File: config.mk
export PLATFORM = sky130hd
export DESIGN_NAME = e1_rai_gen
export DESIGN_NICKNAME = d
export VERILOG_FILES = /design/src/rtl/e1_rai_pkg.sv /design/src/rtl/e1_rai_policy.sv /design/src/rtl/e1_febe_slot.sv /design/src/rtl/e1_rai_gen.sv
export SDC_FILE = /design/constraint.sdc
export NUM_CORES = 1
export LEC_CHECK = 0
export BUFFER_PORTS_ARGS = -buffer_cell sky130_fd_sc_hd__buf_2
export CAP_MARGIN = 0
export CORE_AREA = 2 2 39 41
export DETAILED_ROUTE_END_ITERATION = 8
export DIE_AREA = 0 0 41 43
export GPL_TIMING_DRIVEN = 0
export HOLD_SLACK_MARGIN = 0.12
export PLACE_DENSITY = 0.47
export SYNTH_ARGS = -nofsm -noshare
export SYNTH_HDL_FRONTEND = slang
export SYNTH_SLANG_ARGS = --single-unit
export TNS_END_PERCENT = 10
File: constraint.sdc
create_clock -name clk -period 0.8 [get_ports clk]
set_input_delay 0 -clock clk [delete_from_list [all_inputs] [get_ports clk]]
set_output_delay 0 -clock clk [all_outputs]
set_load 0.005 [all_outputs]
File: src/rtl/e1_rai_pkg.sv
package e1_rai_pkg;

    typedef enum logic [1:0] {
        RAI_OFF    = 2'b00,
        RAI_ETSI   = 2'b01,
        RAI_ANNEXB = 2'b10,
        RAI_FORCE  = 2'b11
    } rai_mode_e;

    typedef struct packed {
        logic lobf;
        logic ais;
        logic interwork;
        logic offline_oof;
    } rx_alarm_t;

    localparam int SMF_PER_MF = 2;

    function automatic logic rai_decide(rai_mode_e mode, rx_alarm_t a);
        logic r;
        case (mode)
            RAI_FORCE:  r = 1'b1;
            RAI_ETSI:   r = a.lobf | a.ais | a.interwork | a.offline_oof;
            RAI_ANNEXB: r = a.lobf | a.ais;
            default:    r = 1'b0;
        endcase
        return r;
    endfunction

endpackage

File: src/rtl/e1_rai_policy.sv
module e1_rai_policy
    import e1_rai_pkg::*;
(
    input  logic      clk,
    input  logic      rst,
    input  rai_mode_e mode,
    input  rx_alarm_t alarm,
    output logic      rai_o
);

    always_ff @(posedge clk) begin
        if (rst) rai_o <= 1'b0;
        else     rai_o <= rai_decide(mode, alarm);
    end

    AST_RAI_FORCED: assert property (@(posedge clk) disable iff (rst)
        (mode == RAI_FORCE) |=> rai_o);

    AST_RAI_OFF: assert property (@(posedge clk) disable iff (rst)
        (mode == RAI_OFF) |=> !rai_o);

    AST_RAI_TWO_COND: assert property (@(posedge clk) disable iff (rst)
        (mode == RAI_ANNEXB && !alarm.lobf && !alarm.ais) |=> !rai_o);

    AST_RAI_FOUR_COND: assert property (@(posedge clk) disable iff (rst)
        (mode == RAI_ETSI && (alarm.interwork || alarm.offline_oof)) |=> rai_o);

endmodule

File: src/rtl/e1_febe_slot.sv
module e1_febe_slot (
    input  logic clk,
    input  logic rst,
    input  logic err_pulse,
    input  logic sample,
    input  logic flush,
    output logic err_q
);

    always_ff @(posedge clk) begin
        if (rst || flush) err_q <= 1'b0;
        else              err_q <= err_pulse | (err_q & ~sample);
    end

    AST_ERR_HELD: assert property (@(posedge clk) disable iff (rst)
        (err_q && !sample && !flush) |=> err_q);

    AST_ERR_CONSUMED: assert property (@(posedge clk) disable iff (rst)
        (err_q && sample && !err_pulse) |=> !err_q);

endmodule

File: src/rtl/e1_rai_gen.sv
module e1_rai_gen
    import e1_rai_pkg::*;
(
    input  logic       clk,
    input  logic       rst,
    input  logic [1:0] cfg_rai_mode,
    input  logic       cfg_febe_off,
    input  logic       cfg_oom_e_val,
    input  logic       st_lobf,
    input  logic       st_ais,
    input  logic       st_interwork,
    input  logic       st_offline_oof,
    input  logic       st_lomf,
    input  logic       crc_err_smf1,
    input  logic       crc_err_smf2,
    input  logic       tx_mf_sample,
    output logic       rai_o,
    output logic [1:0] e_bits_o
);

    rx_alarm_t                alarm;
    logic [SMF_PER_MF-1:0]    err_in;
    logic [SMF_PER_MF-1:0]    err_pend;
    logic                     flush;

    assign alarm  = '{lobf: st_lobf, ais: st_ais,
                      interwork: st_interwork, offline_oof: st_offline_oof};
    assign err_in = {crc_err_smf2, crc_err_smf1};
    assign flush  = st_lomf | cfg_febe_off;

    e1_rai_policy u_policy (
        .clk   (clk),
        .rst   (rst),
        .mode  (rai_mode_e'(cfg_rai_mode)),
        .alarm (alarm),
        .rai_o (rai_o)
    );

    for (genvar i = 0; i < SMF_PER_MF; i++) begin : g_smf
        e1_febe_slot u_slot (
            .clk       (clk),
            .rst       (rst),
            .err_pulse (err_in[i]),
            .sample    (tx_mf_sample),
            .flush     (flush),
            .err_q     (err_pend[i])
        );
    end

    always_comb begin
        if (cfg_febe_off)  e_bits_o = '1;
        else if (st_lomf)  e_bits_o = {SMF_PER_MF{cfg_oom_e_val}};
        else               e_bits_o = ~err_pend;
    end

    AST_E1_ON_ERR: assert property (@(posedge clk) disable iff (rst)
        (crc_err_smf1 && !flush) |=> (!e_bits_o[0] || flush));

    AST_E2_ON_ERR: assert property (@(posedge clk) disable iff (rst)
        (crc_err_smf2 && !flush) |=> (!e_bits_o[1] || flush));

    AST_E_RELOCK_CLEAN: assert property (@(posedge clk) disable iff (rst)
        (st_lomf && !crc_err_smf1 && !crc_err_smf2) |=> (st_lomf || cfg_febe_off || e_bits_o == 2'b11));

endmodule

* Yosys cells after proc, flatten, opt, wreduce, memory -nomap -nowiden
Cells that the tools add are included.
Cells by class: eq/ne operators 3, multiplexer cells 3, bitwise gates (word level) 10, reduce and logical (&&, ||, !) cells 1
Operators with widths (count):
- OR 1 bit | 6
- == test 2 bit (second input constant) | 2
- two-way mux 2 bit | 2
- one-hot mux 1 bit (3 select lines) | 1
- bitwise AND 1 bit | 2
- == test 2 x 1 -> 1 bit (second input constant) | 1
- inverter 2 bit | 1
- logical OR 1 bit | 1
- inverter 1 bit | 1
Storage, ports and cells: register bits 3, input port bits 14, output and inout port bits 3, logic and storage cells 20

* Depth between registers and ports, before layout
Gate-level depths: netlist of run 1.
word-level depth 4, depth in mapped cells 2, gate-level depth less buffers 2

* Modules after synthesis
From an unflattened synthesis of run 1, not the netlist that was laid out.
Second synthesis, totals: cell total of the unflattened synthesis 17, area, all modules 157.7 um2
Modules (own cells, without submodules):
- e1_febe_slot | instances 2, cells each 4, area an instance 45.0 um2, seq. area each 20.0 um2
- e1_rai_policy | instances 1, cells each 5, area an instance 42.5 um2, seq. area each 20.0 um2
- e1_rai_gen | instances 1, cells each 4, area an instance 25.0 um2, seq. area each 0.0 um2

* Worst setup path before layout of run 1
OpenSTA, ideal clock, no wires.
path type register -> output, start reg g_smf[0].u_slot.err_q, end out e_bits_o[0], arrival time 0.606 ns, data required time 0.800 ns, slack 0.194 ns, stages on the path, launching flop included 3, path buffers 0, path through dfxtp_1 nor2_1 a211o_2
Between the ends: cells in the longest elaborated chain, start to end 3
RTL lines:
- from (decl) | RTL line e1_febe_slot.sv:7 | output logic err_q
- from (signal assigned) | RTL line e1_febe_slot.sv:12 | else err_q <= err_pulse | (err_q & ~sample);
- inverter 2 bit | RTL line e1_rai_gen.sv:53 | else e_bits_o = ~err_pend;
- two-way mux 2 bit | RTL line e1_rai_gen.sv:52 | else if (st_lomf) e_bits_o = {SMF_PER_MF{cfg_oom_e_val}};
- two-way mux 2 bit | RTL line e1_rai_gen.sv:51 | if (cfg_febe_off) e_bits_o = '1;
- to (decl) | RTL line e1_rai_gen.sv:18 | output logic [1:0] e_bits_o
Every way passes these cells.

* Worst setup path after layout of run 1
Same ends and word-level chain as after synthesis.

==> summary by stage, run 1 <==
Routing
Dividing the detail-routed wire length by the instance count gives 7.60 µm. For this run, the detailed router's first-pass iteration total came to 1. The via count normalized by instance count is 3.79. After the first detailed-routing iteration, the DRC count stood at 0. After detailed routing, the number of remaining DRC violations is 0. The post-detailed-routing wire length is 471 µm.

The routed metal-1 wire length is 169 µm. Summing over every cut layer, the via total after detailed routing is 235. The met3 layer wire length in the routed design is 20 µm. The routed length on met2 is 281 µm.

In this run the remaining antenna-violating nets after routing total 0. The detailed router used layers up to and including met3.

Timing
The setup slack after layout is -0.170 ns. The final-report hold violation count was 0. Setup violations remaining at the end of the flow were counted as 2. Final hold analysis gives a worst-case slack of 0.0287 ns.

The final setup skew is 0 ns. The highest attainable clock frequency is 1030 MHz. At the pin with the least slew margin, the transition time is 0.277 ns. The post-layout minimum cycle time is 0.970 ns. Setup repair after global routing could not meet its margin everywhere. The number of slew-limit violations in the final report is 0. The portion of the clock cycle consumed by the worst path in the final layout is 121%.

In this run the tightest slew margin relative to its limit is 81.3%.

Yosys
The async set or reset register ratio after synthesis is 0%. In the synthesized netlist the dominant register cell turns out to be sky130_fd_sc_hd__dfxtp_1. The number of warnings reported in the yosys synthesis log is 0. In the post-synthesis netlist, the biggest area contributors are sky130_fd_sc_hd__dfxtp_1, sky130_fd_sc_hd__nand2b_1, sky130_fd_sc_hd__inv_1. Counting distinct cell types in the post-synthesis netlist gives 12. The biggest area contributor in the post-synthesis netlist is sky130_fd_sc_hd__dfxtp_1.

By count the netlist is led by sky130_fd_sc_hd__dfxtp_1, sky130_fd_sc_hd__inv_1, sky130_fd_sc_hd__nand2b_1. The number of nets in the synthesized netlist is 33. The number of instances in the synthesized netlist is 19. Sequential cells were found to cover 38.4% of the synthesized design area.

The average instance in the mapped netlist occupies 8.23 µm². After synthesis, the largest area contributor takes up 38.4% of total cell area. The post-synth design cell area is 156 µm². The synthesized design contains 0 enable-type register cells.

The number of storage elements in the synthesis netlist is 3.

Run
The reported max-cap violation count is 0.

Power and ir drop
The clock share of power is 50.6%. The portion of total power attributed to combinational logic is 19.6%. Summed over all nets, the switching power comes to 120 µW. The ratio of total power to cell area is 1440 mW/mm². The worst voltage drop across the vdd grid is 734 µV.

The leakage power total is 0.175 nW. The internal power summed over all cells is 414 µW. The share of total power consumed by net switching is 22.5%. The part of the power in registers is 29.8%.

Global routing
The global-route usage over all layers is 6.72%. The first global-routing pass estimated 765 µm of wire. Entering global routing, the biggest net connects 6 pins. After global routing the overflow that remains totals 0. The number of global-route vias before repair came to 239. The number of antenna violations at the first check in global routing is 0.

Setup path
The worst-path cell with the longest stage delay is sky130_fd_sc_hd__dfxtp_2. On the critical path the largest part of the delay comes from flip-flops. The total buffers and inverters traversed by the critical path is 1. Data arrives at the worst endpoint at 0.97 ns. The critical path goes through nor2_1 > a211o_2 > buf_6.

The nature of the critical path startpoint is a register. Data on the critical path is required at its endpoint by 0.80 ns. The startpoint of the most critical register-to-register path is g_smf[1].u_slot.err_q. The delay of the slowest cell on the worst path is 0.32 ns. The capture point of the critical path is e_bits_o[0]. The worst register-to-register path has a depth of 2. The worst-case register-to-register setup slack is 0.22 ns. The worst flop-to-flop path endpoint is g_smf[1].u_slot.err_q. The total number of cells along the worst setup path is 3. The critical path is of the register to output pin type. The endpoint kind of the worst setup timing path is an output pin.

The source of the critical timing path is g_smf[0].u_slot.err_q. The largest fanout on the critical path is 2.

Clock tree
The cell at the root of the clock tree is sky130_fd_sc_hd__clkbuf_4. The later pin in the worst-skew pair is clocked with a latency of 0.23 ns. The clock sink count is 3. The CTS tree is done. The maximum buffer depth of the clock tree is 2. The clock edge transition at the registers on the reported setup and hold paths is 0.04 ns. The count of buffers added by post-CTS timing repair for setup is 0. In this run the number of H-tree levels came out at 1. The number of hold buffers added after CTS is 7. Counting the buffers created by CTS gives 3.

Die
For this configuration, the core starts out at a cell density of 11.3%. The core region is 0.00138 mm². The count of pins on the block boundary is 17. After floorplanning, the core was divided into 14 placement rows. The die extent in x is 41 µm. The chip height is 43 µm.

The die covers 0.00176 mm².

Placement
Routability-driven placement finished with a final weighted congestion of 0.513. Port buffering added 16 buffers.

Layout
The number of antenna diodes in the final layout is 0. In the final design database the tool counted 61 nets. Cells with a size suffix above 1 make up 56.5% of the layout.

The share of the core filled with cells in the final layout is 26.8%. Compared with the post-synthesis result, the final layout area differs by 137%.

Hold path
The path class of the tightest hold or removal check is input port to register. The origin of the worst min-delay path is rst.

Run status
The checks that failed: negative setup slack. The run finished, with violations left.
==> state kept, by name, indices dropped and copies added (netlist names) <==
| signal | cells |
|---|---|
| g_smf.u_slot.err_q | 2 |
| u_policy.rai_o | 1 |
==> metrics by stage <==
step | worst slack (ns) | std cells | TNS [ns] | power [mW] | area, µm²
5_1_grt | -0.203 | 62 | -0.324 | 0.568 | 370
3_5_place_dp | 0.0581 | 51 | 0 | 0.233 | 256
6_report | -0.170 | 62 | -0.224 | 0.534 | 370
2_1_floorplan | 0.194 | 19 | 0 | 0.185 | 156
4_1_cts | -0.179 | 62 | -0.598 | 0.544 | 355
3_3_place_gp | 0.0605 | 51 | 0 | 0.233 | 256
==> final cells by class <==
cell class	count	area, µm²
Fill cell	163	1010
Sequential cell	3	62.6
Inverter	3	11.3
Multi-Input combinational cell	13	98.8
Tap cell	16	20.0
Clock buffer	4	26.3
Timing Repair Buffer	23	151
==> logic make-up after synthesis <==
family	Yosys count	synth area share, %
simple gates	7	26.4
buf+inv	3	7.20
flops	3	38.4
compound gates	6	28.0
==> cells in the final DEF (no fill, tap or decap) <==
cell                            count
sky130_fd_sc_hd__inv_1              3
sky130_fd_sc_hd__a21o_1             1
sky130_fd_sc_hd__dfxtp_1            1
sky130_fd_sc_hd__clkbuf_4           3
sky130_fd_sc_hd__a21oi_2            1
sky130_fd_sc_hd__clkbuf_1           1
sky130_fd_sc_hd__nand2b_1           3
sky130_fd_sc_hd__nor3_2             1
sky130_fd_sc_hd__o41ai_1            1
sky130_fd_sc_hd__buf_6              1
sky130_fd_sc_hd__buf_2             16
sky130_fd_sc_hd__or3_4              1
sky130_fd_sc_hd__dfxtp_2            2
sky130_fd_sc_hd__or2b_1             1
sky130_fd_sc_hd__a21oi_1            1
sky130_fd_sc_hd__nor2_1             1
sky130_fd_sc_hd__dlygate4sd3_1      6
sky130_fd_sc_hd__a211o_2            1
sky130_fd_sc_hd__a211oi_1           1
==> power by group through the flow <==
stage / Combinational (mW) / Sequential [mW] / Clock, mW
final: 0.105 / 0.159 / 0.270
after global placement: 0.0711 / 0.162 / 0
after detailed placement: 0.0718 / 0.161 / 0
after floorplan: 0.0233 / 0.162 / 0
after CTS: 0.0982 / 0.159 / 0.286
after global routing: 0.116 / 0.160 / 0.292
==> worst min path at each step <==
stage	cells after the start	end
4_1_cts	3	g_smf[0].u_slot.err_q
6_report	3	u_policy.rai_o
2_1_floorplan	1	u_policy.rai_o
3_3_place_gp	2	u_policy.rai_o
5_1_grt	3	u_policy.rai_o
3_5_place_dp	2	u_policy.rai_o
==> routing by layer <==
metal / global-route usage, % / vias to the layer above
met3: 3.14 / 0
met1: 5.77 / 107
met2: 10.6 / 7
met4: 6.00 / 0
met5: 0 / -
li1: - / 121
==> worst register-to-register path, delay by kind of cell, from the launching register on <==
| family | cells | cell delay, ns |
|---|---|---|
| flip-flops | 1 | 0.31 |
| AND/OR/NAND/NOR | 1 | 0.07 |
| AO/OA/AOI/OAI | 1 | 0.13 |
==> timing repair <==
action,in CTS,in global routing
pin swaps,2,2
setup endpoints to repair,2,5
endpoints found under the hold margin,3,3
resized for setup,2,5
(Power assumes the default switching activity.)
==> run 2, diff against run 1 <==
- SYNTH_HIERARCHICAL: unset -> 1
==> run 2 against run 1 <==
  * Critical path type unchanged
  * Final cell count decreased by 3.2%
  * Non-clock buffer count unchanged
  * Global-route usage increased by 1.9 points
  * First-iteration DRC count increased by 6
  * Register-to-register slack got worse by 0.10 ns
  * Die area unchanged
  * Sequential power about the same
  * Total power decreased by 0.78%
  * The run now ends clean
  * Combinational power about the same
  * Largest cell class unchanged
==> summary by stage, run 2 <==
Yosys
The portion of synthesized cell area occupied by the leading cell type is 38.1% (-0.30 points). The most instantiated flip-flop cell in the synthesis netlist is sky130_fd_sc_hd__dfxtp_1. By area the synthesized netlist is led by sky130_fd_sc_hd__dfxtp_1, sky130_fd_sc_hd__nor2b_4, sky130_fd_sc_hd__nor2_1. The most frequently used cell type in the post-synthesis netlist is sky130_fd_sc_hd__nor2_1.

The number of instances in the synthesized netlist is 17 (-2). The mean instance size in the synthesized netlist came to 9.27 µm² (+13%). The number of warnings reported in the yosys synthesis log came to 6 (+6). The number of storage elements in the synthesis netlist is 3 (unchanged).

The post-synth design cell area is 158 µm² (+0.80%). The count of flip-flops with a built-in enable after synthesis is 0 (unchanged). The synthesized netlist net count was 31 (-6.1%).

The sequential area share after synthesis is 38.1% (-0.30 points). The number of different library cells in the post-synthesis netlist was 9 (-3). The async set or reset register ratio after synthesis is 0% (unchanged). The commonest cells after synthesis are sky130_fd_sc_hd__nor2_1, sky130_fd_sc_hd__dfxtp_1, sky130_fd_sc_hd__nor2b_4, sky130_fd_sc_hd__o21a_1, sky130_fd_sc_hd__o21ai_0. sky130_fd_sc_hd__dfxtp_1 takes more of the synthesized area than any other cell.

Layout
The antenna diode count is 0 (unchanged). Counting flops per register, the top entry is g_smf.u_slot/err_q. The number of nets in the finished design was 59 (-3.3%). In the layout the commonest cells are sky130_fd_sc_hd__buf_2, sky130_fd_sc_hd__dlygate4sd3_1, sky130_fd_sc_hd__nor2_1. The number of flip-flops in the largest register is 2 (unchanged). The fraction of final layout cells sized beyond drive strength 1 came to 54.5% (-2.0 points). In the final layout, the registers with the most flip-flops are g_smf.u_slot/err_q x2, u_policy/rai_o x1. The fill cell total of the finished layout is 156 (-4.3%). The area overhead of the layout relative to synthesis is 126%. The leading cell type in the layout, fill and taps excluded is sky130_fd_sc_hd__buf_2.

Timing
The final setup skew was 0 ns (unchanged). The highest attainable clock frequency is 1310 MHz (+27%). The total setup violations reported at the end of the flow is 0 (-2). The worst hold margin came to 0.134 ns (+0.105 ns). The remaining max-slew budget at the tightest pin came to 86.6% (+5.3 points). The setup slack after layout came to 0.0351 ns (+0.205 ns). The final-report hold violation count came to 0 (unchanged). The slew of the pin with the lowest slew margin was 0.199 ns (-0.0780 ns). Setup repair after global routing could not meet its margin everywhere. The portion of the clock cycle consumed by the worst path in the final layout came to 95.6% (-26 points). The post-layout minimum cycle time is 0.765 ns (-0.205 ns). The number of slew-limit violations in the final report was 0 (unchanged).

Routing
The via count normalized by instance count is 3.93 (+3.8%). The violation count after the first detailed-routing iteration is 6 (+6). The routed via count came to 236 (+0.43%). The number of design rule violations left after detail routing was 0 (unchanged). The antenna violation net count after detailed routing came to 0 (unchanged). The iteration count of the initial detailed-routing pass came to 4 (+3). The routed length per placed instance is 10.3 µm (+36%). The post-detailed-routing wire length is 620 µm (+32%).

Die
The count of pins on the block boundary came to 17 (unchanged). The chip height is 43 µm (unchanged). The effective utilization at floorplan is 11.4% (+0.090 points). The standard-cell row count was 14 (unchanged).

The full die area came to 0.00176 mm² (unchanged). The core area is 0.00138 mm² (unchanged). The die extent in x was 41 µm (unchanged).

Setup path
The endpoint kind of the worst setup timing path is an output pin. The data required time of the worst path is 0.80 ns (about the same). The nature of the critical path startpoint is a register. The data arrival at the endpoint of the critical path is 0.76 ns (-0.21 ns). The worst-case register-to-register setup slack is 0.12 ns (-0.10 ns). The setup path with the least slack is of type register to output pin.

The largest fanout on the critical path is 2 (unchanged).

Global routing
The global route total overflow is 0 (unchanged). The largest net degree at the start of global routing is 5 (-1). The first-pass GRT wire length is 917 µm (+20%).

The number of antenna violations at the first check in global routing is 0 (unchanged). The global-route usage over all layers was 8.63% (+1.9 points). The number of global-route vias before repair was 233 (-2.5%).

Power and ir drop
The worst voltage drop across the vdd grid was 646 µV (-12%). The ratio of total power to cell area came to 1490 mW/mm² (+3.0%). The leakage power total is 0.157 nW (-10%).

Hold path
The class of the tightest hold or removal check is input port to register.

Clock tree
The clock sink count is 3 (unchanged). The maximum buffer depth of the clock tree is 2 (unchanged). The count of buffers added by post-CTS timing repair for setup is 0 (unchanged). The TritonCTS buffer count was 3 (unchanged). Clock tree synthesis selected as its root buffer the cell sky130_fd_sc_hd__clkbuf_4. TritonCTS built the clock tree. The clock edge transition at the registers on the reported setup and hold paths came to 0.04 ns (about the same).

The insertion delay of the later-clocked pin in the worst-skew pair is 0.23 ns (about the same). The H-tree depth came to 1 (unchanged).

Placement
The number of input and output port buffers inserted is 16 (unchanged). The routability congestion estimate is 0.658 (+28%). The minimum setup slack after placement is 0.120 ns (+0.0621 ns).

Run
The reported max-cap violation count is 0 (unchanged).

Run status
The flow ran to the end, and the final reports show no timing, DRC or antenna violations.
==> run 2: what timing repair did <==
action	in CTS	in global routing
resized for setup	2	2
hold buffers	7	0
endpoints found under the hold margin	3	0
pin swaps	0	2
endpoints found under the setup margin	2	3
==> run 2: path summary, 6_finish.rpt <==
| check | startpoint | end | depth (start not counted) |
|---|---|---|---|
| worst max-delay path | g_smf[0].u_slot/err_q | e_bits_o[0] | 2 |
| worst min-delay path | tx_mf_sample | g_smf[1].u_slot/err_q | 3 |
| worst max register to register | g_smf[0].u_slot/err_q | g_smf[0].u_slot/err_q | 2 |
| worst min register to register | g_smf[1].u_slot/err_q | g_smf[1].u_slot/err_q | 2 |
==> run 2: layer usage <==
metal	track usage [%]	share of wire [%]	vias to the layer above
li1	-	-	115
met1	11.3	48	100
met2	10.0	33	19
met3	5.24	18	2
met4	6.00	0.97	0
met5	0	0	-
==> run 2: layout make-up <==
| class | instances | area [µm²] | area share [%] |
|---|---|---|---|
| Timing Repair Buffer | 23 | 150 | 42.1 |
| Clock buffer | 4 | 26.3 | 7.37 |
| Multi-Input combinational cell | 14 | 97.6 | 27.4 |
| Sequential cell | 3 | 62.6 | 17.5 |
| Tap cell | 16 | 20.0 | 5.61 |
==> run 2: logic make-up after synthesis <==
logic type         after synthesis  synth area share, %
and+or+nand+nor                  7                 31.0
AOI/OAI and AO/OA                7                 31.0
DFF                              3                 38.1
==> run 2: where the power goes <==
part	internal, mW	switching, mW
logic	0.0651	0.0401
clock network	0.187	0.0777
registers	0.158	0.00294
total	0.410	0.121
==> run 2: stage by stage <==
stage,instance area (µm²),std cells,util (%),power (mW),TNS [ns]
after detailed placement,258,49,18.6,0.240,0
final,357,60,25.8,0.530,0
after global placement,258,49,18.6,0.240,0
after floorplan,158,17,-,0.184,0
after CTS,354,60,25.6,0.545,0
after global routing,357,60,25.8,0.565,-0.0156
==> run 2: critical path, stage by stage, from the launching register on <==
cell                      delay [ns]
sky130_fd_sc_hd__dfxtp_2        0.31
sky130_fd_sc_hd__o21ai_1        0.10
sky130_fd_sc_hd__buf_2          0.12
